==> src/rtl/ras_pkg.sv <==
package ras_pkg;
  typedef enum logic [2:0] {
    EV_OTHER    = 3'd0,
    EV_NEAR_CALL = 3'd1,
    EV_FAR_CALL  = 3'd2,
    EV_NEAR_RET  = 3'd3,
    EV_FAR_RET   = 3'd4,
    EV_INT_RET   = 3'd5
  } ev_kind_e;
endpackage

==> src/rtl/ras_ptr.sv <==
module ras_ptr #(
  parameter int DEPTH = 16,
  localparam int PW = $clog2(DEPTH),
  localparam int CW = $clog2(DEPTH + 1)
) (
  input  logic          clk_i,
  input  logic          rst_ni,
  input  logic          push_i,
  input  logic          pop_i,
  input  logic          flush_i,
  output logic [PW-1:0] wr_idx_o,
  output logic [PW-1:0] rd_idx_o,
  output logic          empty_o
);
  logic [PW-1:0] top_q;
  logic [CW-1:0] cnt_q;
  logic [PW-1:0] top_inc, top_dec;

  assign top_inc  = (top_q == PW'(DEPTH - 1)) ? '0 : top_q + 1'b1;
  assign top_dec  = (top_q == '0) ? PW'(DEPTH - 1) : top_q - 1'b1;
  assign wr_idx_o = top_q;
  assign rd_idx_o = top_dec;
  assign empty_o  = (cnt_q == '0);

  always_ff @(posedge clk_i or negedge rst_ni) begin
    if (!rst_ni) begin
      top_q <= '0;
      cnt_q <= '0;
    end else if (flush_i) begin
      top_q <= '0;
      cnt_q <= '0;
    end else if (push_i) begin
      top_q <= top_inc;
      if (cnt_q != CW'(DEPTH)) cnt_q <= cnt_q + 1'b1;
    end else if (pop_i && !empty_o) begin
      top_q <= top_dec;
      cnt_q <= cnt_q - 1'b1;
    end
  end


  cnt_bound_chk: assert property (@(posedge clk_i) disable iff (!rst_ni)
    cnt_q <= CW'(DEPTH));


  pop_dec_chk: assert property (@(posedge clk_i) disable iff (!rst_ni)
    (pop_i && !push_i && !flush_i && !empty_o) |=> (cnt_q == $past(cnt_q) - 1'b1));


  empty_pop_chk: assert property (@(posedge clk_i) disable iff (!rst_ni)
    (pop_i && !push_i && !flush_i && empty_o) |=> $stable(top_q));
endmodule

==> src/rtl/ras_store.sv <==
module ras_store #(
  parameter int DEPTH = 16,
  parameter int AW = 32,
  localparam int PW = $clog2(DEPTH)
) (
  input  logic          clk_i,
  input  logic          rst_ni,
  input  logic          we_i,
  input  logic [PW-1:0] wr_idx_i,
  input  logic [AW-1:0] wr_data_i,
  input  logic [PW-1:0] rd_idx_i,
  output logic [AW-1:0] rd_data_o
);
  logic [AW-1:0] mem_q [DEPTH];

  for (genvar g = 0; g < DEPTH; g++) begin : g_ent
    always_ff @(posedge clk_i or negedge rst_ni) begin
      if (!rst_ni) mem_q[g] <= '0;
      else if (we_i && wr_idx_i == PW'(g)) mem_q[g] <= wr_data_i;
    end
  end

  assign rd_data_o = mem_q[rd_idx_i];
endmodule

==> src/rtl/ret_addr_stack.sv <==
module ret_addr_stack
  import ras_pkg::*;
#(
  parameter int DEPTH = 16,
  parameter int AW = 32,
  parameter int DW = 32,
  parameter int LW = 4,
  localparam int PW = $clog2(DEPTH)
) (
  input  logic          clk_i,
  input  logic          rst_ni,
  input  logic          ev_valid_i,
  input  logic [2:0]    ev_kind_i,
  input  logic [DW-1:0] ev_disp_i,
  input  logic [AW-1:0] ev_addr_i,
  input  logic [LW-1:0] ev_len_i,
  input  logic          flush_i,
  output logic          pred_valid_o,
  output logic [AW-1:0] pred_addr_o
);
  ev_kind_e      kind;
  logic          push, pop_req, empty;
  logic [PW-1:0] wr_idx, rd_idx;
  logic [AW-1:0] next_pc, rd_data;

  assign kind    = ev_kind_e'(ev_kind_i);
  assign next_pc = ev_addr_i + AW'(ev_len_i);
  assign push    = ev_valid_i && !flush_i && kind == EV_NEAR_CALL && ev_disp_i != '0;
  assign pop_req = ev_valid_i && !flush_i && kind == EV_NEAR_RET;

  ras_ptr #(.DEPTH(DEPTH)) i_ptr (
    .clk_i, .rst_ni,
    .push_i(push), .pop_i(pop_req), .flush_i,
    .wr_idx_o(wr_idx), .rd_idx_o(rd_idx), .empty_o(empty)
  );

  ras_store #(.DEPTH(DEPTH), .AW(AW)) i_store (
    .clk_i, .rst_ni,
    .we_i(push), .wr_idx_i(wr_idx), .wr_data_i(next_pc),
    .rd_idx_i(rd_idx), .rd_data_o(rd_data)
  );

  assign pred_valid_o = pop_req && !empty;
  assign pred_addr_o  = pred_valid_o ? rd_data : '0;


  only_near_ret_chk: assert property (@(posedge clk_i) disable iff (!rst_ni)
    pred_valid_o |-> (ev_valid_i && ev_kind_i == 3'd3 && !flush_i));


  far_stable_chk: assert property (@(posedge clk_i) disable iff (!rst_ni)
    (ev_valid_i && !flush_i && (ev_kind_i == 3'd2 || ev_kind_i == 3'd4 || ev_kind_i == 3'd5))
      |=> ($stable(wr_idx) && $stable(empty)));


  zero_disp_chk: assert property (@(posedge clk_i) disable iff (!rst_ni)
    (ev_valid_i && !flush_i && ev_kind_i == 3'd1 && ev_disp_i == '0) |=> $stable(wr_idx));


  flush_empty_chk: assert property (@(posedge clk_i) disable iff (!rst_ni)
    flush_i |=> empty);


  addr_zero_chk: assert property (@(posedge clk_i) disable iff (!rst_ni)
    !pred_valid_o |-> (pred_addr_o == '0));


  push_fill_chk: assert property (@(posedge clk_i) disable iff (!rst_ni)
    push |=> !empty);
endmodule

==> config.mk <==
export PLATFORM = sky130hd
export DESIGN_NAME = ret_addr_stack
export DESIGN_NICKNAME = d
export VERILOG_FILES = /design/src/rtl/ras_pkg.sv /design/src/rtl/ras_ptr.sv /design/src/rtl/ras_store.sv /design/src/rtl/ret_addr_stack.sv
export SDC_FILE = /design/constraint.sdc
export NUM_CORES = 1
export LEC_CHECK = 0
export CAP_MARGIN = 20
export CORE_MARGIN = 5
export CORE_UTILIZATION = 55
export CTS_CLUSTER_DIAMETER = 40
export DETAILED_ROUTE_END_ITERATION = 8
export GPL_TIMING_DRIVEN = 0
export PLACE_DENSITY = 0.73
export SLEW_MARGIN = 10
export SYNTH_ARGS = -nofsm -noshare
export SYNTH_HDL_FRONTEND = slang
export SYNTH_SLANG_ARGS = --single-unit
==> constraint.sdc <==
create_clock -name clk_i -period 3.7 [get_ports clk_i]
set_input_delay 0.74 -clock clk_i [delete_from_list [all_inputs] [get_ports clk_i]]
set_output_delay 0.74 -clock clk_i [all_outputs]
set_load 0.005 [all_outputs]
Yosys cells after proc, flatten, opt, wreduce, memory -nomap -nowiden

Cells that the tools add are included.

Flip-flop bits (word level): 521
Output and inout port bits: 33
Word-level logic and storage cells: 85

Add/subtract/negate cells: 5
$lt $le $gt $ge: 1
Equality and inequality tests: 19
Muxes and demuxes: 13
Bitwise logic cells: 1
Reduce and logical (&&, ||, !) cells: 28

Operators by type and width:

| kind                                                                   | count |
|---|---|
| 32-bit binary-select mux with 4-bit select                             | 1 |
| 32-bit two-way mux                                                     | 3 |
| 32-bit by 4-bit adder with 32-bit output                               | 1 |
| 4-bit equality test (second input constant)                            | 8 |
| 32-bit nonzero test                                                    | 1 |
| 1-bit logical AND                                                      | 21 |
| 4-bit two-way mux                                                      | 5 |
| 5-bit two-way mux                                                      | 4 |
| 4-bit by 3-bit equality test with 1-bit output (second input constant) | 4 |
| 4-bit by 2-bit equality test with 1-bit output (second input constant) | 2 |
| 5-bit by 1-bit adder with 5-bit output (second input constant)         | 1 |
| 5-bit >= comparator (second input constant)                            | 1 |
| 5-bit logical NOT                                                      | 1 |
| 5-bit inequality test (second input constant)                          | 1 |
| 4-bit NOT with 5-bit output                                            | 1 |
| 5-bit by 1-bit subtractor with 5-bit output (second input constant)    | 1 |
| 4-bit by 1-bit adder with 4-bit output (second input constant)         | 1 |
| 4-bit by 1-bit equality test with 1-bit output (second input constant) | 1 |
| 4-bit logical NOT                                                      | 1 |
| 4-bit by 1-bit subtractor with 4-bit output (second input constant)    | 1 |
| 3-bit by 1-bit equality test with 1-bit output (second input constant) | 1 |
| 3-bit by 2-bit equality test with 1-bit output (second input constant) | 1 |
| 3-bit inequality test (second input constant)                          | 1 |
| 3-bit nonzero test                                                     | 1 |
| 2 further kinds                                                        | 3 |

Longest topological paths before layout

Word-level depth: 7
Mapped depth: 12
Mapped depth without buffers: 10

By module

A second synthesis with hierarchy kept.

Cell total of the unflattened synthesis: 1634
Area total of the unflattened synthesis: 24554.8 µm²

Modules (own cells, without submodules):

| module         | times used | cells an instance | area each (µm²) | sequential area each (µm²) |
|---|---|---|---|---|
| ras_store      | 1          | 1405              | 22770.6         | 12812.3 |
| ret_addr_stack | 1          | 147               | 1054.8          | 0.0 |
| ras_ptr        | 1          | 82                | 729.4           | 225.2 |

Least setup slack after synthesis

No wires, ideal clock.

Path type: register to output
Start: register i_ptr.top_q[0] (netlist: i_ptr.wr_idx_o[0])
End: output port pred_addr_o[30]
Data arrival time: 2.963 ns
Required time: 2.960 ns
Path slack: -0.003 ns
Cell stages (with the launch flop): 13
Path buffers: 5
Path through: dfrtp_1 > buf_2 > inv_1 > clkbuf_1 > ha_1 > or3b_2 > clkbuf_1 > nand2_4 > buf_8 > buf_12 > mux4_2 > a22oi_1 > nand2_1

Word-level cells in the longest chain between the ends: 7
Elaborated cells between the ends (all ways): 8
Those cells by class: 1 x add/sub; 5 x mux; 1 x bitwise; 1 x reduce/logical

RTL lines:

| item                                                                                    | line                 | source |
|---|---|---|
| from (decl)                                                                             | ras_ptr.sv:15        | `logic [PW-1:0] top_q;` |
| from (signal assigned)                                                                  | ras_ptr.sv:33        | `top_q <= top_inc;` |
| from (signal assigned)                                                                  | ras_ptr.sv:36        | `top_q <= top_dec;` |
| 4-bit by 1-bit subtractor with 4-bit output / 4-bit logical NOT (equally long branches) | ras_ptr.sv:20        | `assign top_dec = (top_q == '0) ? PW'(DEPTH - 1) : top_q - 1'b1;` |
| 4-bit two-way mux (*)                                                                   | ras_ptr.sv:20        |  |
| 4-bit NOT with 5-bit output (not written as such) (*)                                   | ras_store.sv:23      | `assign rd_data_o = mem_q[rd_idx_i];` |
| 32-bit binary-select mux with 4-bit select (*)                                          | ras_store.sv:23      |  |
| 32-bit two-way mux (not written as such) (*) (2 in a row)                               | ras_store.sv:23      |  |
| 32-bit two-way mux (*)                                                                  | ret_addr_stack.sv:44 | `assign pred_addr_o = pred_valid_o ? rd_data : '0;` |
| to (decl)                                                                               | ret_addr_stack.sv:19 | `output logic [AW-1:0] pred_addr_o` |

Mark *: on every way between the ends. The rest lies on a longest branch, timed or not. The select of a mux whose other input is x is not followed.

Final worst setup path

Start: register i_ptr.top_q[0] (netlist: i_ptr.wr_idx_o[0])
End: output port pred_addr_o[17]

The elaborated chain is that of the path after synthesis.

==> load_flow_metrics.sql <==
INSERT INTO impl_metrics (metric_group, metric, value, unit) VALUES
('place', 'port-buffer-count', '107', ''),
('status', 'status', 'finished with violations', ''),
('sta', 'period_needed', '4.13', 'ns'),
('hold_path', 'holdCritPathClass', 'primary input to async pin', ''),
('sta', 'max_slew.worst_pin.slew', '1.11', 'ns'),
('drt', 'route.detailed.drc', '0', ''),
('floorplan', 'io_pins', '108', ''),
('synthesis', 'netlist-cell-type-count', '68', ''),
('clock_tree', 'clk_transition_reported_paths', '0.06', 'ns'),
('worst_setup_path', 'crit-reg2reg-launch', 'i_ptr.wr_idx_o[0]$_DFFE_PN0P_', ''),
('drt', 'drt-wirelength-per-cell', '26.2', 'um'),
('clock_tree', 'htree_num_levels', '3', ''),
('worst_setup_path', 'worst_setup_path_end_kind', 'primary output', ''),
('synthesis', 'ys_async_sr_fraction', '100', '%'),
('worst_setup_path', 'critical_path_peak_fanout', '5', ''),
('layout', 'layout.cell_area.non_filler', '29700', 'um2'),
('synthesis', 'synth_seq_cells', '521', ''),
('floorplan', 'rows', '76', ''),
('clock_tree', 'clockRootBuffer', 'clkbuf_16', ''),
('sta', 'skew', '0.0174', 'ns'),
('drt', 'count_of_nets_left_with_antenna_violations_after_detail_routing', '0', ''),
('sta', 'timing.final.ws_setup', '-0.429', 'ns'),
('layout', 'syn_to_final_growth', '23.5', '%'),
('worst_setup_path', 'critical_path_class', 'register to primary output', ''),
('place', 'place_congestion', '0.959', ''),
('synthesis', 'synthesis.area', '24100', 'um2'),
('global_routing', 'global_route_wire_length_before_repair', '126', 'mm'),
('layout', 'nNetsFinal', '2617', ''),
('synthesis', 'synth.net_count', '2362', ''),
('synthesis', 'synth_ff_type', 'dfrtp_1', ''),
('layout', 'post-route-util', '68.8', '%'),
('synthesis', 'number_of_synthesized_flops_with_an_enable_pin', '0', ''),
('layout', 'fill_cells', '3081', ''),
('global_routing', 'grt_start_max_net_pins', '115', ''),
('floorplan', 'fp.dieH', '219', 'um'),
('place', 'place_hpwl', '55.3', 'mm'),
('power_and_ir_drop', 'ir_drop', '299', 'uV'),
('layout', 'fin_cells', '3162', ''),
('floorplan', 'effective_utilization_at_floorplan', '55.7', '%'),
('global_routing', 'globalRouteOverflowTotal', '0', ''),
('worst_setup_path', 'timing.critical_path.required', '2.96', 'ns'),
('layout', 'drive_gt1_share', '21.5', '%'),
('sta', 'hold_violations', '0', ''),
('floorplan', 'floorplan.die.width', '219', 'um'),
('synthesis', 'synth.avg_cell_area', '10.6', 'um2'),
('sta', 'min_period_over_period', '112', '%'),
('power_and_ir_drop', 'power.density', '471', 'nW/um2'),
('place', 'placed_cells_incl_taps', '2975', ''),
('global_routing', 'groute.usage.overall', '34.8', '%'),
('clock_tree', 'worst_skew_late_latency', '0.59', 'ns'),
('worst_setup_path', 'crit_start', 'i_ptr.wr_idx_o[0]$_DFFE_PN0P_', ''),
('synthesis', 'synthCells', '2272', ''),
('sta', 'rsz0062_at_grt', 'true', ''),
('drt', 'via_count', '20700', ''),
('status', 'violations_in_the_final_reports', 'negative setup slack', ''),
('clock_tree', 'tritoncts', 'done', ''),
('sta', 'slew-limit-headroom', '25.2', '%'),
('floorplan', 'core', '43200', 'um2'),
('clock_tree', 'ctsLongestPathBuffers', '3', ''),
('global_routing', 'first_global_vias', '21100', ''),
('place', 'dpl_cell_area', '26100', 'um2'),
('synthesis', 'synth-seq-area-share', '54.2', '%'),
('floorplan', 'die-area', '48000', 'um2'),
('flow_run', 'max-cap-violations', '0', ''),
('drt', 'drt_pass1_iterations', '8', ''),
('worst_setup_path', 'arr_time_crit_path', '3.39', 'ns'),
('drt', 'drtIter0Drc', '2590', ''),
('drt', 'routed_via_density', '6.55', ''),
('place', 'pre_cts_ws', '-1.55', 'ns'),
('drt', 'route.final.wire_length', '82.9', 'mm'),
('layout', 'antennaDiodeCount', '0', ''),
('power_and_ir_drop', 'cellLeakagePower', '13.0', 'nW'),
('worst_setup_path', 'startpoint_type', 'register', ''),
('global_routing', 'antenna_found_initial', '0', ''),
('sta', 'maxClockFrequency', '242', 'MHz'),
('clock_tree', 'clock_sinks', '521', ''),
('synthesis', 'ys.warnings.count', '0', ''),
('sta', 'setup_viol', '32', ''),
('clock_tree', 'cts_made_buffers', '67', ''),
('worst_setup_path', 'reg2regPathDepth', '9', ''),
('sta', 'drv_slew', '0', '');
-- worst max-delay path, cell delays in order (launching register included) --
cell and delay (ns):
dfrtp_2 0.47, inv_8 0.09, ha_4 0.12, or3b_4 0.49
nand2_8 0.17, buf_12 0.15, buf_16 0.12, buf_8 0.10
buf_8 0.10, mux4_2 0.50, a22oi_2 0.19, nand2_2 0.12
buf_2 0.15
-- sequential cells by signal, summed over array words and instances, names as in the netlist --
signal,cells
i_store.mem_q,512
i_ptr.cnt_q,5
i_ptr.wr_idx_o,4
-- cell usage after synthesis, drive strengths merged, types with 8 or more instances --
cell | instances | area (um2)
a21oi | 58 | 313
a221o | 10 | 100
a22oi | 24 | 180
and4 | 8 | 71.3
buf | 50 | 319
clkbuf | 141 | 529
dfrtp | 521 | 13000
ha | 13 | 163
inv | 14 | 52.6
mux2 | 15 | 169
mux4 | 118 | 2660
nand2 | 499 | 1880
nand3 | 35 | 180
nand4 | 12 | 103
nor2 | 74 | 278
nor3 | 10 | 50.1
nor4 | 13 | 81.3
o2111ai | 17 | 174
o211ai | 25 | 213
o21ai | 517 | 2610
xnor2 | 20 | 175
xor2 | 11 | 96.3
-- metrics by stage --
stage	hold slack (ns)	power, mW	setup TNS [ns]
after global routing	0.183	14.3	-10.92
final	0.106	14.0	-10.17
after detailed placement	0.464	7.17	-80.09
after floorplan	0.433	6.65	0
after CTS	0.156	13.9	-16.67
after global placement	0.450	7.12	-
-- cells in the final DEF, fill, tap and decap left out, drive strengths merged, types with 35 or more instances in the layout --
| cell | synthesis | layout |
|---|---|---|
| nand3 | 35 | 35 |
| o21ai | 517 | 517 |
| a21oi | 58 | 58 |
| nor2 | 74 | 74 |
| dfrtp | 521 | 521 |
| clkdlybuf4s50 | 0 | 74 |
| mux4 | 118 | 118 |
| clkbuf | 141 | 224 |
| nand2 | 499 | 501 |
| buf | 50 | 163 |
-- where the power goes --
group / leakage (nW) / total, mW / internal (mW) / switching (mW)
logic: 4.67 / 1.18 / 0.437 / 0.742
clock network: 1.14 / 6.79 / 4.21 / 2.58
registers: 7.21 / 6.02 / 5.90 / 0.122
-- routing by layer --
| layer | share of wire [%] | track usage, % | up-vias |
|---|---|---|---|
| met3 | 12 | 9.84 | 346 |
| met2 | 46 | 53.2 | 1396 |
| met1 | 37 | 46.6 | 10400 |
| met5 | 0 | 0 | - |
| li1 | - | - | 8608 |
| met4 | 5.6 | 16.7 | 0 |
-- final timing paths --
check | to | slack [ns]
hold reg to reg | i_store.mem_q[58]$_DFFE_PN0P_ | 0.47
min in group clk_i | i_store.mem_q[58]$_DFFE_PN0P_ | 0.47
setup / recovery | pred_addr_o[17] | -0.43
setup reg to reg | i_store.mem_q[278]$_DFFE_PN0P_ | 0.65
max in group asynchronous | i_store.mem_q[440]$_DFFE_PN0P_ | 1.90
hold / removal | i_store.mem_q[229]$_DFFE_PN0P_ | 0.11
-- cells by family after synthesis --
group | after synthesis | synth area share [%]
mux | 133 | 11.8
compound gates | 685 | 16.3
flops | 521 | 54.2
xor+xnor | 31 | 1.13
fa+ha+maj | 15 | 0.843
buf+inv | 205 | 3.75
simple gates | 682 | 12.0
-- final cells by class --
type / instances / area [um2] / share of cell area (%)
flip-flops and latches: 521 / 13000 / 43.9
multi-input cells: 1548 / 10600 / 35.7
repair buffers: 194 / 2020 / 6.82
clock buffers: 86 / 1900 / 6.41
plain buffers: 181 / 913 / 3.08
well taps: 585 / 732 / 2.46
clock inverters: 33 / 412 / 1.39
inverters: 14 / 62.6 / 0.211
-- what timing repair did --
item / in CTS / in global routing
pin swaps: 32 / 34
resized for setup: 306 / 93
hold buffers: 0 / 0
setup buffers: 50 / 29
cloned: 8 / 1
endpoints found under the hold margin: 0 / 0
setup endpoints to repair: 33 / 66
No activity file was read; power rests on OpenSTA's default activity.
